==> src/rtl/sic_pkg.sv <==
package sic_pkg;
    typedef logic [3:0] reg_addr_t;

    localparam reg_addr_t A_PEND  = 4'h0;
    localparam reg_addr_t A_EN    = 4'h2;
    localparam reg_addr_t A_CRIT  = 4'h3;
    localparam reg_addr_t A_POL   = 4'h4;
    localparam reg_addr_t A_TRIG  = 4'h5;
    localparam reg_addr_t A_MASK  = 4'h6;
    localparam reg_addr_t A_VEC   = 4'h7;
    localparam reg_addr_t A_VCFG  = 4'h8;
endpackage

==> src/rtl/sic_sync.sv <==
// Two-stage synchronizer plus a history stage, with sources reordered into register bit order.
module sic_sync #(
    parameter int NSRC = 32
) (
    input  logic            clk_i,
    input  logic            rst_ni,
    input  logic [NSRC-1:0] src_i,
    output logic [NSRC-1:0] cur_o,
    output logic [NSRC-1:0] prev_o
);
    typedef struct packed {
        logic [NSRC-1:0] s1;
        logic [NSRC-1:0] s2;
        logic [NSRC-1:0] hist;
    } sync_t;

    sync_t st_d, st_q;
    logic [NSRC-1:0] src_rev;

    // source n lands on register bit NSRC-1-n
    for (genvar n = 0; n < NSRC; n++) begin : g_rev
        assign src_rev[NSRC-1-n] = src_i[n];
    end

    always_comb begin
        st_d      = st_q;
        st_d.s1   = src_rev;
        st_d.s2   = st_q.s1;
        st_d.hist = st_q.s2;
    end

    always_ff @(posedge clk_i or negedge rst_ni) begin
        if (!rst_ni) st_q <= '0;
        else         st_q <= st_d;
    end

    assign cur_o  = st_q.s2;
    assign prev_o = st_q.hist;
endmodule

==> src/rtl/sic_sense.sv <==
// Per-source event detector: level or edge, either polarity.
module sic_sense #(
    parameter int NSRC = 32
) (
    input  logic [NSRC-1:0] cur_i,
    input  logic [NSRC-1:0] prev_i,
    input  logic [NSRC-1:0] trig_i,
    input  logic [NSRC-1:0] pol_i,
    output logic [NSRC-1:0] set_o
);
    for (genvar b = 0; b < NSRC; b++) begin : g_bit
        logic lvl_act;
        logic edg_act;
        always_comb begin
            lvl_act = (cur_i[b] == pol_i[b]);
            edg_act = pol_i[b] ? (cur_i[b] & ~prev_i[b])
                               : (~cur_i[b] & prev_i[b]);
            set_o[b] = trig_i[b] ? edg_act : lvl_act;
        end
    end
endmodule

==> src/rtl/sic_regs.sv <==
// Register file: pending (write-one-to-clear), enable, steering, polarity, trigger.
module sic_regs
    import sic_pkg::*;
#(
    parameter int NSRC = 32
) (
    input  logic            clk_i,
    input  logic            rst_ni,
    input  reg_addr_t       addr_i,
    input  logic            wr_i,
    input  logic            rd_i,
    input  logic [NSRC-1:0] wdata_i,
    input  logic [NSRC-1:0] set_i,
    output logic [NSRC-1:0] rdata_o,
    output logic [NSRC-1:0] pend_o,
    output logic [NSRC-1:0] en_o,
    output logic [NSRC-1:0] crit_o,
    output logic [NSRC-1:0] pol_o,
    output logic [NSRC-1:0] trig_o
);
    typedef struct packed {
        logic [NSRC-1:0] pend;
        logic [NSRC-1:0] en;
        logic [NSRC-1:0] crit;
        logic [NSRC-1:0] pol;
        logic [NSRC-1:0] trig;
        logic [NSRC-1:0] rdata;
    } regs_t;

    regs_t rg_d, rg_q;
    logic [NSRC-1:0] clr_mask;

    always_comb begin
        rg_d     = rg_q;
        clr_mask = '0;
        if (wr_i) begin
            unique case (addr_i)
                A_PEND:  clr_mask   = wdata_i;
                A_EN:    rg_d.en    = wdata_i;
                A_CRIT:  rg_d.crit  = wdata_i;
                A_POL:   rg_d.pol   = wdata_i;
                A_TRIG:  rg_d.trig  = wdata_i;
                default: ;
            endcase
        end
        // a fresh event wins over a clear in the same cycle
        rg_d.pend = (rg_q.pend & ~clr_mask) | set_i;

        rg_d.rdata = '0;
        if (rd_i) begin
            unique case (addr_i)
                A_PEND:  rg_d.rdata = rg_q.pend;
                A_EN:    rg_d.rdata = rg_q.en;
                A_CRIT:  rg_d.rdata = rg_q.crit;
                A_POL:   rg_d.rdata = rg_q.pol;
                A_TRIG:  rg_d.rdata = rg_q.trig;
                A_MASK:  rg_d.rdata = rg_q.pend & rg_q.en;
                default: rg_d.rdata = '0;
            endcase
        end
    end

    always_ff @(posedge clk_i or negedge rst_ni) begin
        if (!rst_ni) rg_q <= '0;
        else         rg_q <= rg_d;
    end

    assign rdata_o = rg_q.rdata;
    assign pend_o  = rg_q.pend;
    assign en_o    = rg_q.en;
    assign crit_o  = rg_q.crit;
    assign pol_o   = rg_q.pol;
    assign trig_o  = rg_q.trig;


    reassert_chk: assert property (@(posedge clk_i) disable iff (!rst_ni)
        (|set_i) |=> ((pend_o & $past(set_i)) == $past(set_i)));


    w1c_chk: assert property (@(posedge clk_i) disable iff (!rst_ni)
        (wr_i && addr_i == A_PEND) |=> ((pend_o & $past(wdata_i) & ~$past(set_i)) == '0));


    no_spurious_chk: assert property (@(posedge clk_i) disable iff (!rst_ni)
        1'b1 |=> ((pend_o & ~$past(pend_o) & ~$past(set_i)) == '0));


    vec_zero_chk: assert property (@(posedge clk_i) disable iff (!rst_ni)
        (rd_i && (addr_i == A_VEC || addr_i == A_VCFG)) |=> (rdata_o == '0));
endmodule

==> src/rtl/sense_irq_ctrl.sv <==
module sense_irq_ctrl
    import sic_pkg::*;
#(
    parameter int NSRC = 32
) (
    input  logic            clk_i,
    input  logic            rst_ni,
    input  logic [NSRC-1:0] src_i,
    input  logic [3:0]      addr_i,
    input  logic            wr_i,
    input  logic            rd_i,
    input  logic [NSRC-1:0] wdata_i,
    output logic [NSRC-1:0] rdata_o,
    output logic            crit_irq_o,
    output logic            norm_irq_o
);
    logic [NSRC-1:0] cur, prev, set_vec;
    logic [NSRC-1:0] pend, en, crit, pol, trig;
    logic [NSRC-1:0] masked;

    sic_sync #(.NSRC(NSRC)) u_sync (
        .clk_i (clk_i), .rst_ni(rst_ni), .src_i(src_i),
        .cur_o (cur),   .prev_o(prev)
    );

    sic_sense #(.NSRC(NSRC)) u_sense (
        .cur_i(cur), .prev_i(prev), .trig_i(trig), .pol_i(pol), .set_o(set_vec)
    );

    sic_regs #(.NSRC(NSRC)) u_regs (
        .clk_i  (clk_i),  .rst_ni(rst_ni), .addr_i(addr_i),
        .wr_i   (wr_i),   .rd_i  (rd_i),   .wdata_i(wdata_i),
        .set_i  (set_vec), .rdata_o(rdata_o), .pend_o(pend),
        .en_o   (en),     .crit_o(crit),   .pol_o(pol), .trig_o(trig)
    );

    always_comb begin
        masked     = pend & en;
        crit_irq_o = |(masked & crit);
        norm_irq_o = |(masked & ~crit);
    end


    quiet_out_chk: assert property (@(posedge clk_i) disable iff (!rst_ni)
        (en == '0) |-> (!crit_irq_o && !norm_irq_o));


    reset_out_chk: assert property (@(posedge clk_i) disable iff (!rst_ni)
        $rose(rst_ni) |-> (!crit_irq_o && !norm_irq_o));
endmodule

==> config.mk <==
export PLATFORM = sky130hd
export DESIGN_NAME = sense_irq_ctrl
export DESIGN_NICKNAME = d
export VERILOG_FILES = /design/src/rtl/sic_pkg.sv /design/src/rtl/sic_sync.sv /design/src/rtl/sic_sense.sv /design/src/rtl/sic_regs.sv /design/src/rtl/sense_irq_ctrl.sv
export SDC_FILE = /design/constraint.sdc
export NUM_CORES = 1
export LEC_CHECK = 0
export BUFFER_PORTS_ARGS = -buffer_cell sky130_fd_sc_hd__clkbuf_2
export CAP_MARGIN = 25
export CORE_AREA = 3 3 145 147
export DETAILED_ROUTE_END_ITERATION = 6
export DIE_AREA = 0 0 148 150
export PLACE_DENSITY = 0.76
export SYNTH_ARGS = -nofsm -noshare
export SYNTH_HDL_FRONTEND = slang
export SYNTH_SLANG_ARGS = --single-unit
==> constraint.sdc <==
create_clock -name clk_i -period 2.5 [get_ports clk_i]
set_clock_uncertainty 0.1 [all_clocks]
set_input_delay 0 -clock clk_i [delete_from_list [all_inputs] [get_ports clk_i]]
set_output_delay 0 -clock clk_i [all_outputs]
set_load 0.03 [all_outputs]
* After elaboration in Yosys (flattened, before gate mapping)
Cells that the tools add are included.
** Storage, ports and cells
- Input port bits :: 72
- Output and inout port bits :: 34
- Register bits :: 288
** Operators by class
- Bitwise operators :: 135
- Muxes and demuxes :: 68
- Reduce and logical (&&, ||, !) cells :: 7
- Eq/ne operators :: 37
** Operators with widths (count)
- $pmux W32 S6 :: 1
- $and A32 B32 Y32 :: 4
- $mux W32 :: 3
- $and A1 B1 Y1 :: 64
- $mux W1 :: 64
- $not A1 Y1 :: 64
- $not A32 Y32 :: 2
- $reduce_or A32 Y1 :: 2
- $eq A1 B1 Y1 :: 32
- $or A32 B32 Y32 :: 1
- $eq A4 B3 Y1 const B :: 3
- $eq A4 B2 Y1 const B :: 2
- $reduce_and A2 Y1 :: 4
- $logic_not A4 Y1 :: 1

* Longest topological paths before layout
- Depth after elaboration :: 6
- Mapped depth :: 7
- Mapped depth without buffers :: 4

* By module
Synthesis repeated with hierarchy kept, for this count alone.
** Unflattened totals
- Cell total of the unflattened synthesis :: 1031
- Area, all modules :: 12613.3 µm²
** Modules (own cells, without submodules)
- sic_regs :: instances 1, area each 8645.8 µm², cells each 680, sequential area each 4804.6 µm²
- sic_sync :: instances 1, area each 2642.5 µm², cells each 128, sequential area each 2402.3 µm²
- sic_sense :: instances 1, area each 840.8 µm², cells each 128, sequential area each 0.0 µm²
- sense_irq_ctrl :: instances 1, area each 484.2 µm², cells each 95, sequential area each 0.0 µm²

* Worst setup path after synthesis
No wires, ideal clock.
- Path type :: input port to flip-flop
- Start :: input addr_i[0]
- End :: register u_regs.rg_q (netlist bit u_regs.pend_o[10])
- Arrival :: 1335 ps
- Path buffers :: 3
- Cell stages on the path :: 7
- Setup slack :: 941 ps
- Data required time :: 2276 ps
- Library setup time :: 124 ps
- Cells stage by stage :: buf_4 -> nor4_4 -> and2_1 -> buf_4 -> buf_6 -> nand2_1 -> a211o_1
** RTL lines
- start: declaration :: line sense_irq_ctrl.sv:9 : input logic [3:0] addr_i,
- end signal: assignment :: line sic_regs.sv:65 : else rg_q <= rg_d;
- end: declaration :: line sic_regs.sv:30 : regs_t rg_d, rg_q;

* Final worst setup path
- Start :: register u_regs.rg_q (netlist bit u_regs.en_o[6])
- End :: output norm_irq_o
** Between the ends
- Word-level cells in the longest chain between the ends :: 3
** RTL lines
- $and A32 B32 Y32 :: line sense_irq_ctrl.sv:38 : masked = pend & en;
- $and A32 B32 Y32 :: line sense_irq_ctrl.sv:40 : norm_irq_o = |(masked & ~crit);
- $reduce_or A32 Y1 :: line sense_irq_ctrl.sv:40
- end: declaration :: line sense_irq_ctrl.sv:15 : output logic norm_irq_o
No other way between the ends.

==> impl_metrics.csv <==
group,metric,value,unit
status,run_status,"completed",
die,die-area,22200,um2
setup_path,worstSetupStartpointType,"flop",
min_path,holdPathStages,2,
synth,synthTopCellsByCount,"288 x dfrtp_1, 129 x nand2_1, 94 x mux2_1",
sta,finalMaxSlewViolations,0,
synth,yosysTopAreaCell,"dfrtp_1",
sta,maxSlewHeadroom,57.6,%
synth,yosys_warnings,0,
clocking,cts_tree,"built",
synth,synth.top_cell.area_share,60.7,%
sta,final-setup-viol-count,0,
clocking,htree_num_levels,1,
synth,yosysMostFrequentCell,"dfrtp_1",
clocking,worstSkewPairLatency,0.56,ns
synth,yosys.cell_types.count,41,
place,place_congestion,0.899,
setup_path,cp-end-kind,"output pin",
place,dp_slack,0.462,ns
synth,netlist_area,11900,um2
clocking,cts_buffer_depth,3,
synth,syn_nets,1003,
setup_path,critPathArrivalTime,2.28,ns
route,drc,0,
power_and_ir_drop,peakVddDrop,0.732,mV
sta,finalCritPeriodShare,95.3,%
die,coreArea,20000,um2
synth,synth_seq_cells,288,
sta,setup_ws,0.116,ns
power_and_ir_drop,leakage,6.75,nW
synth,synth-edff-count,0,
sta,max_freq,420,MHz
setup_path,crit_fanout,5,
global_route,overflow,0,
clocking,cts_resized,0,
finish,drive_gt1_share,20.7,%
clocking,clockRootBuffer,"clkbuf_16",
die,die_w,148,um
sta,period_needed,2.38,ns
clocking,cts_inserted_buffers,30,
route,avgRoutedWirePerCell,21.5,um
finish,fillers,1328,
global_route,grtUsageTotal,28.6,%
synth,synth-async-reset-ratio,100,%
setup_path,crit_slowest_cell,"dfrtp_1",
sta,setup_tns,0,ns
sta,tightest_slew,0.634,ns
global_route,grt_pass1_wl,50.0,mm
synth,synthFlopType,"dfrtp_1",
route,vias,8848,
route,detail-route-antenna-nets,0,
die,die_h,150,um
setup_path,required,2.40,ns
synth,synth_cells,931,
place,hpwlAfterDp,19.1,mm
synth,yosys-top-cells-area,"dfrtp_1 61%, mux2_1 8.9%, nand2_1 4.1%",
route,drt-initial-drc-count,1017,
global_route,antenna_found_initial,1,
synth,ys_seq_area_share,60.7,%
run,max_cap_violations,0,
clocking,cts.sinks,288,
synth,synth_area_per_cell,12.8,um2
clocking,postCtsSetupBuffers,0,
route,finalWirelength,31.2,mm
sta,whs,0.00498,ns
die,rows,52,
clocking,cts_hold_buf,100,
power_and_ir_drop,p_total,12.0,mW
finish,area_delta_synth_final,24.9,%
finish,nNetsFinal,1233,
clocking,clk_pin_slew,0.06,ns
global_route,grt_start_max_net_pins,75,
setup_path,r2r_cells,4,
place,port_buffers,105,
sta,hold_viol,0,
route,via_per_inst,6.09,
die,start_util,59.3,%
route,firstDrtPassIters,6,
setup_path,cp_cell_sequence,"nand3b_1 -> o2111ai_1 -> nor3_1 -> nand4_1 -> clkbuf_2",
sta,rsz0062_at_grt,"no",
power_and_ir_drop,powerDensity,807,nW/um2
global_route,grt_pass1_vias,9163,
setup_path,worstSetupPathType,"reg2out",
setup_path,critPathMaxStageDelay,0.42,ns
min_path,hp-class,"in2reg",
die,io_pins,106,
==> sequential cells by signal, indices dropped and copies added, names as in the netlist <==
| name | cells |
|---|---|
| u_regs.pend_o | 32 |
| u_regs.trig_o | 32 |
| u_regs.crit_o | 32 |
| u_sync.cur_o | 32 |
| u_sync.prev_o | 32 |
| u_regs.pol_o | 32 |
| u_regs.rdata_o | 32 |
| u_regs.en_o | 32 |
| u_sync.st_d | 32 |
==> cells by family after synthesis <==
| group | after synthesis | share of synthesized area, % |
|---|---|---|
| and+or+nand+nor | 268 | 11.2 |
| DFF | 288 | 60.7 |
| muxes | 145 | 14.7 |
| buffers and inverters | 42 | 2.00 |
| AOI/OAI and AO/OA | 188 | 11.4 |
==> path summary, 6_finish.rpt <==
check	slack [ns]	to	startpoint
worst max-delay path	0.12	norm_irq_o	u_regs.en_o[6]$_DFFE_PN0P_
worst min-delay path	0.005	u_sync.st_d[51]$_DFF_PN0_	src_i[12]
worst max register to register	0.98	u_regs.rdata_o[16]$_DFF_PN0_	u_regs.en_o[16]$_DFFE_PN0P_
worst min register to register	0.25	u_sync.cur_o[11]$_DFF_PN0_	u_sync.st_d[43]$_DFF_PN0_
max in group asynchronous	1.01	u_sync.prev_o[29]$_DFF_PN0_	rst_ni
min in group asynchronous	0.45	u_regs.rdata_o[13]$_DFF_PN0_	rst_ni
==> final cells by class <==
class	count	area (um2)	area share (%)
inverters	2	7.51	0.0506
clock inverters	9	113	0.759
repair buffers	238	1850	12.5
multi-input cells	601	4470	30.1
flip-flops and latches	288	7210	48.6
diodes	1	2.50	0.0169
well taps	270	338	2.28
clock buffers	43	850	5.73
==> metrics by stage <==
| step | util (%) | area, um2 | std cells |
|---|---|---|---|
| 2_1_floorplan | - | 11900 | 931 |
| 3_3_place_gp | 64.2 | 12900 | 1299 |
| 3_5_place_dp | 64.2 | 12900 | 1299 |
| 4_1_cts | 74.0 | 14800 | 1451 |
| 5_1_grt | 74.0 | 14800 | 1452 |
| 6_report | 74.0 | 14800 | 1452 |
==> worst max-delay path, delay by kind of cell (launching register included) <==
kind / cells / cell delay (ns)
buffers and inverters: 1 / 0.24
AND/OR/NAND/NOR: 3 / 0.78
flip-flops: 1 / 0.42
AO/OA/AOI/OAI: 1 / 0.27
==> where the power goes <==
part	switching, mW	leakage, nW	internal, mW	total [mW]
Clock	1.79	0.471	2.56	4.35
Combinational	0.778	2.86	0.918	1.70
Sequential	0.658	3.42	5.26	5.92
Total	3.23	6.75	8.74	12.0
==> cells in the final DEF (no fill, tap or decap), types with 7 or more instances in the layout <==
cell,netlist,routed
o22ai_1,14,14
mux2_1,94,94
nor3_1,33,33
dlygate4sd3_1,0,100
dfrtp_1,288,288
and2_1,7,7
a22o_1,7,7
clkbuf_16,0,30
clkbuf_2,0,104
clkbuf_1,14,8
buf_4,4,28
a211o_1,32,32
mux2_2,21,21
nand2_1,129,129
a222oi_1,27,27
a21o_1,24,24
mux2_4,30,30
nor2b_1,34,34
a21oi_1,59,59
nand3_1,32,32
nand4_1,9,9
==> layer usage <==
layer  vias to the layer above  routed length, um  share of wire (%)  track usage [%]
met1                      4464              12900                 41             39.0
met4                         0               1070                3.4             11.0
met2                       410              15000                 48             46.2
met3                        94               2270                7.3             5.15
met5                         -                  0                  0                0
li1                       3880                  -                  -                -
Power figures use the tool's default switching activity.
